[src/rtl/thermal_port_pkg.sv]
package thermal_port_pkg;

  parameter int CMD_W    = 32;
  parameter int GPIO_N   = 4;
  parameter int SEG_ID_W = 4;
  parameter int SEQ_W    = 6;
  parameter int STAT_W   = 32;

  // command field positions (software-visible layout)
  localparam int SPI_LSB     = 0;
  localparam int SEG0_BIT    = 2;
  localparam int OUT_BIT     = 4;
  localparam int SINGLE_BIT  = 6;
  localparam int CRC_CLR_BIT = 7;
  localparam int RST_BIT     = 8;
  localparam int PWDN_BIT    = 10;
  localparam int MCLK_BIT    = 12;
  localparam int SCLK_BIT    = 14;
  localparam int GPIO_LSB    = 16;

  // status field positions
  localparam int ST_GPIO_LSB = SEG_ID_W;
  localparam int ST_INBUSY   = 8;
  localparam int ST_OUTBUSY  = 9;
  localparam int ST_CRC      = 10;
  localparam int ST_PGM      = 24;
  localparam int ST_BUSY     = 25;
  localparam int ST_SEQ_LSB  = STAT_W - SEQ_W;

  typedef enum logic [1:0] {
    SPI_NOP     = 2'd0,
    SPI_RST_OFF = 2'd1,
    SPI_RUN_OFF = 2'd2,
    SPI_RUN_ON  = 2'd3
  } spiCode_e;

  typedef enum logic [1:0] {
    GPIO_NOP  = 2'd0,
    GPIO_LOW  = 2'd1,
    GPIO_HIGH = 2'd2,
    GPIO_IN   = 2'd3
  } gpioCode_e;

  typedef struct packed {
    logic              ldSpi;
    logic              spiRstVal;
    logic              spiEnVal;
    logic              ldSeg0;
    logic              seg0Val;
    logic              ldOut;
    logic              outVal;
    logic              single;
    logic              crcClr;
    logic              ldRst;
    logic              rstVal;
    logic              ldPwdn;
    logic              pwdnVal;
    logic              ldMclk;
    logic              mclkVal;
    logic              ldSclk;
    logic              sclkVal;
    logic [GPIO_N-1:0] ldGpio;
    logic [GPIO_N-1:0] gpioDrv;
    logic [GPIO_N-1:0] gpioOeVal;
  } ctrlStrobes_t;

endpackage

[src/rtl/thermal_cmd_decode.sv]
module thermal_cmd_decode
  import thermal_port_pkg::*;
(
  input  logic             cmdValid,
  input  logic [CMD_W-1:0] cmdData,
  output ctrlStrobes_t     strb
);

  localparam int USED_W = GPIO_LSB + 2 * GPIO_N;

  logic [USED_W-1:0] cmdUsed;
  spiCode_e          spiCode;

  assign cmdUsed = cmdData[USED_W-1:0];
  assign spiCode = spiCode_e'(cmdUsed[SPI_LSB +: 2]);

  always_comb begin
    strb.ldSpi     = cmdValid && (spiCode != SPI_NOP);
    strb.spiRstVal = (spiCode == SPI_RST_OFF);
    strb.spiEnVal  = (spiCode == SPI_RUN_ON);
    strb.ldSeg0    = cmdValid && cmdUsed[SEG0_BIT + 1];
    strb.seg0Val   = cmdUsed[SEG0_BIT];
    strb.ldOut     = cmdValid && cmdUsed[OUT_BIT + 1];
    strb.outVal    = cmdUsed[OUT_BIT];
    strb.single    = cmdValid && cmdUsed[SINGLE_BIT];
    strb.crcClr    = cmdValid && cmdUsed[CRC_CLR_BIT];
    strb.ldRst     = cmdValid && cmdUsed[RST_BIT + 1];
    strb.rstVal    = cmdUsed[RST_BIT];
    strb.ldPwdn    = cmdValid && cmdUsed[PWDN_BIT + 1];
    strb.pwdnVal   = cmdUsed[PWDN_BIT];
    strb.ldMclk    = cmdValid && cmdUsed[MCLK_BIT + 1];
    strb.mclkVal   = cmdUsed[MCLK_BIT];
    strb.ldSclk    = cmdValid && cmdUsed[SCLK_BIT + 1];
    strb.sclkVal   = cmdUsed[SCLK_BIT];
  end

  for (genvar g = 0; g < GPIO_N; g++) begin : gGpioDec
    gpioCode_e code;
    assign code              = gpioCode_e'(cmdUsed[GPIO_LSB + 2*g +: 2]);
    assign strb.ldGpio[g]    = cmdValid && (code != GPIO_NOP);
    assign strb.gpioDrv[g]   = ~code[0];
    assign strb.gpioOeVal[g] = (code != GPIO_IN);
  end

endmodule

[src/rtl/thermal_port_regs.sv]
module thermal_port_regs
  import thermal_port_pkg::*;
(
  input  logic                clk,
  input  logic                rst,
  input  ctrlStrobes_t        strb,
  input  logic                statusReq,
  input  logic [SEQ_W-1:0]    seqIn,
  input  logic                rxSegDone,
  input  logic [SEG_ID_W-1:0] rxSegId,
  input  logic                rxInBusy,
  input  logic                rxOutBusy,
  input  logic                rxCrcErr,
  input  logic                spiCsActive,
  input  logic [GPIO_N-1:0]   gpioIn,
  input  logic                pgmDetect,
  output logic                rxEnable,
  output logic                rxReset,
  output logic                acceptSeg0,
  output logic                outEnable,
  output logic                singleFrame,
  output logic                sensorResetN,
  output logic                powerDownN,
  output logic                mclkEnable,
  output logic                spiClkContinuous,
  output logic                spiClkEn,
  output logic [GPIO_N-1:0]   gpioOut,
  output logic [GPIO_N-1:0]   gpioOe,
  output logic [STAT_W-1:0]   statusWord
);

  logic                crcSticky;
  logic [SEG_ID_W-1:0] segIdR;
  logic [SEQ_W-1:0]    seqR;

  always_ff @(posedge clk) begin
    if (rst) begin
      rxEnable         <= 1'b0;
      rxReset          <= 1'b1;
      acceptSeg0       <= 1'b0;
      outEnable        <= 1'b0;
      singleFrame      <= 1'b0;
      sensorResetN     <= 1'b0;
      powerDownN       <= 1'b0;
      mclkEnable       <= 1'b0;
      spiClkContinuous <= 1'b0;
    end else begin
      if (strb.ldSpi) begin
        rxEnable <= strb.spiEnVal;
        rxReset  <= strb.spiRstVal;
      end
      if (strb.ldSeg0) acceptSeg0       <= strb.seg0Val;
      if (strb.ldOut)  outEnable        <= strb.outVal;
      if (strb.ldRst)  sensorResetN     <= strb.rstVal;
      if (strb.ldPwdn) powerDownN       <= strb.pwdnVal;
      if (strb.ldMclk) mclkEnable       <= strb.mclkVal;
      if (strb.ldSclk) spiClkContinuous <= strb.sclkVal;
      singleFrame <= strb.single;
    end
  end

  for (genvar g = 0; g < GPIO_N; g++) begin : gGpioReg
    always_ff @(posedge clk) begin
      if (rst) begin
        gpioOut[g] <= 1'b0;
        gpioOe[g]  <= 1'b0;
      end else if (strb.ldGpio[g]) begin
        gpioOut[g] <= strb.gpioDrv[g];
        gpioOe[g]  <= strb.gpioOeVal[g];
      end
    end
  end

  // sticky CRC flag: a new error outranks a clear in the same cycle
  always_ff @(posedge clk) begin
    if (rst)              crcSticky <= 1'b0;
    else if (rxCrcErr)    crcSticky <= 1'b1;
    else if (strb.crcClr) crcSticky <= 1'b0;
  end

  always_ff @(posedge clk) begin
    if (rst) begin
      segIdR <= '0;
      seqR   <= '0;
    end else begin
      if (rxSegDone) segIdR <= rxSegId;
      if (statusReq) seqR   <= seqIn;
    end
  end

  assign spiClkEn = spiClkContinuous | spiCsActive;

  always_comb begin
    statusWord                             = '0;
    statusWord[SEG_ID_W-1:0]               = segIdR;
    statusWord[ST_GPIO_LSB +: GPIO_N]      = gpioIn;
    statusWord[ST_INBUSY]                  = rxInBusy;
    statusWord[ST_OUTBUSY]                 = rxOutBusy;
    statusWord[ST_CRC]                     = crcSticky;
    statusWord[ST_PGM]                     = pgmDetect;
    statusWord[ST_BUSY]                    = rxInBusy | rxOutBusy;
    statusWord[ST_SEQ_LSB +: SEQ_W]        = seqR;
  end

endmodule

[src/rtl/thermal_port_ctrl.sv]
module thermal_port_ctrl
  import thermal_port_pkg::*;
(
  input  logic                clk,
  input  logic                rst,
  input  logic                cmdValid,
  input  logic [CMD_W-1:0]    cmdData,
  input  logic                statusReq,
  input  logic [SEQ_W-1:0]    seqIn,
  input  logic                rxSegDone,
  input  logic [SEG_ID_W-1:0] rxSegId,
  input  logic                rxInBusy,
  input  logic                rxOutBusy,
  input  logic                rxCrcErr,
  input  logic                spiCsActive,
  input  logic [GPIO_N-1:0]   gpioIn,
  input  logic                pgmDetect,
  output logic                rxEnable,
  output logic                rxReset,
  output logic                acceptSeg0,
  output logic                outEnable,
  output logic                singleFrame,
  output logic                sensorResetN,
  output logic                powerDownN,
  output logic                mclkEnable,
  output logic                spiClkContinuous,
  output logic                spiClkEn,
  output logic [GPIO_N-1:0]   gpioOut,
  output logic [GPIO_N-1:0]   gpioOe,
  output logic [STAT_W-1:0]   statusWord
);

  ctrlStrobes_t strb;

  thermal_cmd_decode decode_i (
    .cmdValid (cmdValid),
    .cmdData  (cmdData),
    .strb     (strb)
  );

  thermal_port_regs regs_i (
    .clk              (clk),
    .rst              (rst),
    .strb             (strb),
    .statusReq        (statusReq),
    .seqIn            (seqIn),
    .rxSegDone        (rxSegDone),
    .rxSegId          (rxSegId),
    .rxInBusy         (rxInBusy),
    .rxOutBusy        (rxOutBusy),
    .rxCrcErr         (rxCrcErr),
    .spiCsActive      (spiCsActive),
    .gpioIn           (gpioIn),
    .pgmDetect        (pgmDetect),
    .rxEnable         (rxEnable),
    .rxReset          (rxReset),
    .acceptSeg0       (acceptSeg0),
    .outEnable        (outEnable),
    .singleFrame      (singleFrame),
    .sensorResetN     (sensorResetN),
    .powerDownN       (powerDownN),
    .mclkEnable       (mclkEnable),
    .spiClkContinuous (spiClkContinuous),
    .spiClkEn         (spiClkEn),
    .gpioOut          (gpioOut),
    .gpioOe           (gpioOe),
    .statusWord       (statusWord)
  );

endmodule

[config.mk]
export PLATFORM = sky130hd
export DESIGN_NAME = thermal_port_ctrl
export DESIGN_NICKNAME = d
export VERILOG_FILES = /design/src/rtl/thermal_port_pkg.sv /design/src/rtl/thermal_cmd_decode.sv /design/src/rtl/thermal_port_regs.sv /design/src/rtl/thermal_port_ctrl.sv
export SDC_FILE = /design/constraint.sdc
export NUM_CORES = 1
export LEC_CHECK = 0
export BUFFER_PORTS_ARGS = -buffer_cell sky130_fd_sc_hd__buf_2
export CAP_MARGIN = 15
export CORE_AREA = 2 2 48 84
export CTS_CLUSTER_SIZE = 25
export DETAILED_ROUTE_END_ITERATION = 12
export DIE_AREA = 0 0 50 86
export PLACE_DENSITY = 0.77
export SLEW_MARGIN = 20
export SYNTH_ARGS = -nofsm -noshare
export SYNTH_HDL_FRONTEND = slang
export SYNTH_HIERARCHICAL = 1
export SYNTH_SLANG_ARGS = --single-unit
[constraint.sdc]
create_clock -name clk -period 0.85 [get_ports clk]
set_input_delay 0.085 -clock clk [delete_from_list [all_inputs] [get_ports clk]]
set_output_delay 0.085 -clock clk [all_outputs]
set_load 0.01 [all_outputs]
Word-level counts from Yosys, hierarchy flattened
Cells that the tools add are included.
{"block": "word_totals", "rom_bits": 0, "output_inout_bits": 50, "word_cells": 53, "n_memories": 0, "latchBits": 0, "inputBits": 56, "ram_bits": 0, "ff_bits": 28}
{"block": "classes", "addsub": 0, "muxes": 2, "order_cmp": 0, "shifts": 0, "n_div": 0, "n_eq_ne": 6, "n_bitwise": 6, "multipliers": 0, "n_reduce_logical": 19}
{"op": "1-bit logical AND", "count": 13}
{"op": "2-bit nonzero test", "count": 6}
{"op": "2-bit != test, second input constant", "count": 4}
{"op": "1-bit inverter", "count": 4}
{"op": "2-bit by 1-bit == test with 1-bit output, second input constant", "count": 1}
{"op": "2-bit == test, second input constant", "count": 1}
{"op": "1-bit 2-to-1 mux", "count": 2}
{"op": "1-bit OR", "count": 2}

Logic depth before layout (Yosys ltp)
{"block": "logic_depth", "depth_word": 3, "depth_mapped": 4, "ltp_nobuf": 3}

Hierarchy
The synthesis kept the hierarchy.
{"module": "thermal_port_regs", "seq_area_each_um2": 560.5, "area_per_inst_um2": 1171.1, "instances": 1, "cells_each": 113}
{"module": "thermal_cmd_decode", "seq_area_each_um2": 0.0, "area_per_inst_um2": 196.4, "instances": 1, "cells_each": 30}

Worst setup path before layout
No wires, ideal clock.
{"block": "synth_timing", "path_kind": "register to register", "startpoint": "register, netlist name regs_i/rxReset", "endpoint": "register regs_i.rxReset", "arrival_time_ps": 646, "path_stages_with_launch": 3, "setup_slack_ps": 84, "synth_period_minus_slack_ps": 766, "setup_time_ps": 120, "required_ps": 730, "n_path_buf": 0, "path_cell_list": "dfxtp_1 > nor2b_1 > a211o_1"}
{"element": "to (signal assigned)", "line": "thermal_port_regs.sv:50", "rtl": "rxReset <= strb.spiRstVal;"}
{"element": "to (decl)", "line": "thermal_port_regs.sv:18", "rtl": "output logic rxReset,"}

Worst setup path after layout
{"block": "layout_timing", "startpoint": "register regs_i.spiClkContinuous", "endpoint": "output port spiClkEn"}
{"block": "layout_via", "elab_chain_len": 1}
{"element": "from (decl)", "line": "thermal_port_regs.sv:25", "rtl": "output logic spiClkContinuous,"}
{"element": "from (signal assigned)", "line": "thermal_port_regs.sv:57", "rtl": "if (strb.ldSclk) spiClkContinuous <= strb.sclkVal;"}
{"element": "1-bit OR", "line": "thermal_port_regs.sv:91", "rtl": "assign spiClkEn = spiClkContinuous | spiCsActive;"}
{"element": "to (decl)", "line": "thermal_port_ctrl.sv:27", "rtl": "output logic spiClkEn,"}
No other way between the ends.

==> flow_summary_export.csv <==
group,metric,value,unit
route,drt_iter0_drc,15,
min_path,hold_path_class,"input port to register",
worst_setup_path,r2r_end,"regs_i/rxReset$_SDFFE_PP1P_",
global_route,global_route.usage.met2,22.5,%
synth,ys_seq_elements,28,
timing,setup_viol,2,
global_route,grt_start_max_net_pins,16,
final_layout,area_delta_synth_final,27.2,%
timing,setup_slack,-0.171,ns
global_route,groute.layer.met1.usage,12.7,%
global_route,groute.usage.overall,12.4,%
pwr,vdd.ir_drop.worst,0.00109,V
worst_setup_path,critPathLaunch,"regs_i/spiClkContinuous$_SDFFE_PP0P_",
final_layout,post-route-util,48.4,%
synth,ys_seq_area_share,41.0,%
pwr,power_density_of_the_placed_cells,1590,mW/mm²
worst_setup_path,endpoint,"spiClkEn",
global_route,grt_antenna_before_repair,0,
timing,grt_setup_unrepaired,"yes",
synth,netlist_area,0.00137,mm²
route,route.final.wire_length,2.74,mm
clock_tree,post_cts_hold_buffer_count,0,
synth,syn-instance-count,143,
route,num_vias,1071,
timing,hold_viol,0,
placed_design,detailedPlace.worstSlack,-0.117,ns
synth,mean_area_per_synthesized_cell,9.56,µm²
synth,post_synth_num_cell_types,18,
route,drt-vias-per-instance,4.27,
worst_setup_path,r2r-start,"regs_i/rxReset$_SDFFE_PP1P_",
placed_design,detailed_place_hpwl,2.09,mm
final_layout,final_layout_size_suffix_gt1_share,56.6,%
global_route,top_usage_layer,"met2",
clock_tree,cts_root_buf,"sky130_fd_sc_hd__clkbuf_8",
final_layout,cell_count_final_fillers_out,251,
worst_setup_path,worst-path-max-fanout,2,
timing,slew_viol_final,0,
worst_setup_path,cp.required,0.76,ns
route,first_pass_iters,4,
worst_setup_path,register_to_register_path_depth,2,
worst_setup_path,worstPathArrival,0.94,ns
clock_tree,insertion_delay,0.26,ns
floorplanning,chipWidth,50,µm
global_route,first_global_vias,1008,
floorplanning,floorplan.die_area,0.00430,mm²
run_status,violations_in_the_final_reports,"setup timing",
floorplanning,die_y,86,µm
global_route,grt_remaining_overflow,0,
synth,synth_warnings,6,
clock_tree,tritoncts,"built",
floorplanning,placementRows,29,
worst_setup_path,crit_path_end_kind,"primary output",
worst_setup_path,setup.reg_to_reg.worst_slack,0.10,ns
route,wl_per_cell,10.9,µm
worst_setup_path,worstSetupStartpointType,"register",
floorplanning,placeableCoreArea,0.00359,mm²
timing,final.setup_skew,0,ns
clock_tree,h_tree_levels,1,
placed_design,place_inst,245,
pwr,total_power,2.77,mW
timing,finalCritPeriodShare,120,%
timing,maxClockFrequency,979,MHz
global_route,globalRouteMet3Util,2.26,%
clock_tree,cts_max_path_buffers,2,
placed_design,io_buffers,74,
route,final_antenna_net_count,0,
floorplanning,start_util,38.1,%
clock_tree,cts_sinks,28,
pwr,p_leak,0.931,nW
placed_design,gp_routability_congestion,0.672,
floorplanning,io_pins,106,
flow_run,cap_violations,0,
clock_tree,cts.clk_slew.worst_paths,0.09,ns
run_status,status,"finished with violations",
route,post_route_drc,0,
timing,finalWorstPathRequiredPeriod,1.02,ns
final_layout,antennaDiodeCount,0,
final_layout,fillerInstances,368,
worst_setup_path,crit_type,"register to primary output",
global_route,grt_first_pass_wirelength,4.11,mm
clock_tree,cts_inserted_buffers,3,
final_layout,final_nets,262,
## cell usage after synthesis (all sizes together)
cell type / number / area (µm²)
a21oi: 1 / 5.00
conb: 1 / 3.75
nand2b: 1 / 6.26
buf: 31 / 240
and2b: 1 / 8.76
nand2: 4 / 15.0
mux2i: 25 / 250
nor2b: 2 / 12.5
inv: 5 / 18.8
clkbuf: 2 / 27.5
dfxtp: 28 / 561
a211o: 1 / 8.76
or2: 2 / 12.5
nor2: 25 / 93.8
o21a: 5 / 37.5
and2: 9 / 66.3
## registers in the layout, summed over array words and instances, names as in the netlist
register and flops:
regs_i/sensorResetN 1, regs_i/outEnable 1, regs_i/seqR 6, regs_i/gpioOe 4, regs_i/spiClkContinuous 1, regs_i/mclkEnable 1
regs_i/acceptSeg0 1, regs_i/segIdR 4, regs_i/singleFrame 1, regs_i/rxReset 1, regs_i/crcSticky 1, regs_i/rxEnable 1
regs_i/gpioOut 4, regs_i/powerDownN 1
## final cells by class
class | count | area, µm² | share of cell area (%)
Clock buffer | 4 | 55.1 | 3.17
Inverter | 5 | 18.8 | 1.08
Multi-Input combinational cell | 89 | 568 | 32.7
Sequential cell | 28 | 588 | 33.8
Tap cell | 46 | 57.6 | 3.31
Timing Repair Buffer | 79 | 452 | 26.0
## what timing repair did
| item | in CTS | in global routing |
|---|---|---|
| pin swaps | 1 | 0 |
| cloned | 0 | 0 |
| resized for setup | 7 | 24 |
| endpoints found under the setup margin | 5 | 23 |
| hold endpoints to repair | 0 | 0 |
| setup buffers | 1 | 1 |
## placed cells by master, fill, tap and decap left out, drive strengths merged
cell	count
buf	79
nand2b	1
or2	2
nor2	25
nand2	4
conb	13
and2b	1
mux2i	25
dfxtp	28
a211o	1
and2	9
clkbuf	4
nor2b	2
inv	5
o21a	5
a21oi	1
## stage by stage
| step | cell area, µm² | setup TNS (ns) | hold WS (ns) |
|---|---|---|---|
| final | 1740 | -0.245 | 0.0424 |
| after CTS | 1680 | -0.277 | 0.0306 |
| after detailed placement | 1600 | -1.07 | 0.170 |
| after global placement | 1600 | -0.412 | 0.170 |
| after global routing | 1740 | -0.322 | 0.0314 |
| after floorplan | 1410 | 0 | 0.212 |
## where the power goes
group / leakage, nW / switching (mW) / total [mW] / internal, mW
Sequential: 0.238 / 0.0372 / 1.44 / 1.40
Combinational: 0.664 / 0.250 / 0.527 / 0.276
Clock: 0.0288 / 0.387 / 0.801 / 0.414
## worst min path at each step
stage,from,end,slack (ns),depth (start not counted)
after floorplan,rxCrcErr,regs_i/crcSticky$_SDFFE_PP0P_,0.21,2
after global placement,pgmDetect,statusWord[24],0.17,0
after detailed placement,pgmDetect,statusWord[24],0.17,0
after CTS,seqIn[5],regs_i/seqR[5]$_SDFFE_PP0P_,0.03,3
after global routing,rxSegId[0],regs_i/segIdR[0]$_SDFFE_PP0P_,0.03,3
final,seqIn[5],regs_i/seqR[5]$_SDFFE_PP0P_,0.04,3
## kinds of logic after synthesis
group / after synthesis / synth area share, %
buf+inv: 38 / 21.0
flops: 28 / 41.0
mux: 25 / 18.3
simple gates: 44 / 15.7
other cells: 1 / 0.274
compound gates: 7 / 3.75
## routing by layer
layer | part of all wire, % | vias up
li1 | - | 536
met1 | 38 | 474
met2 | 52 | 57
met3 | 7.9 | 4
met4 | 2.2 | 0
met5 | 0 | -
## critical path: stages (launching register included)
cell and delay (ns):
sky130_fd_sc_hd__dfxtp_2 0.33, sky130_fd_sc_hd__or2_4 0.22, sky130_fd_sc_hd__buf_6 0.12
Power figures use the tool's default switching activity.
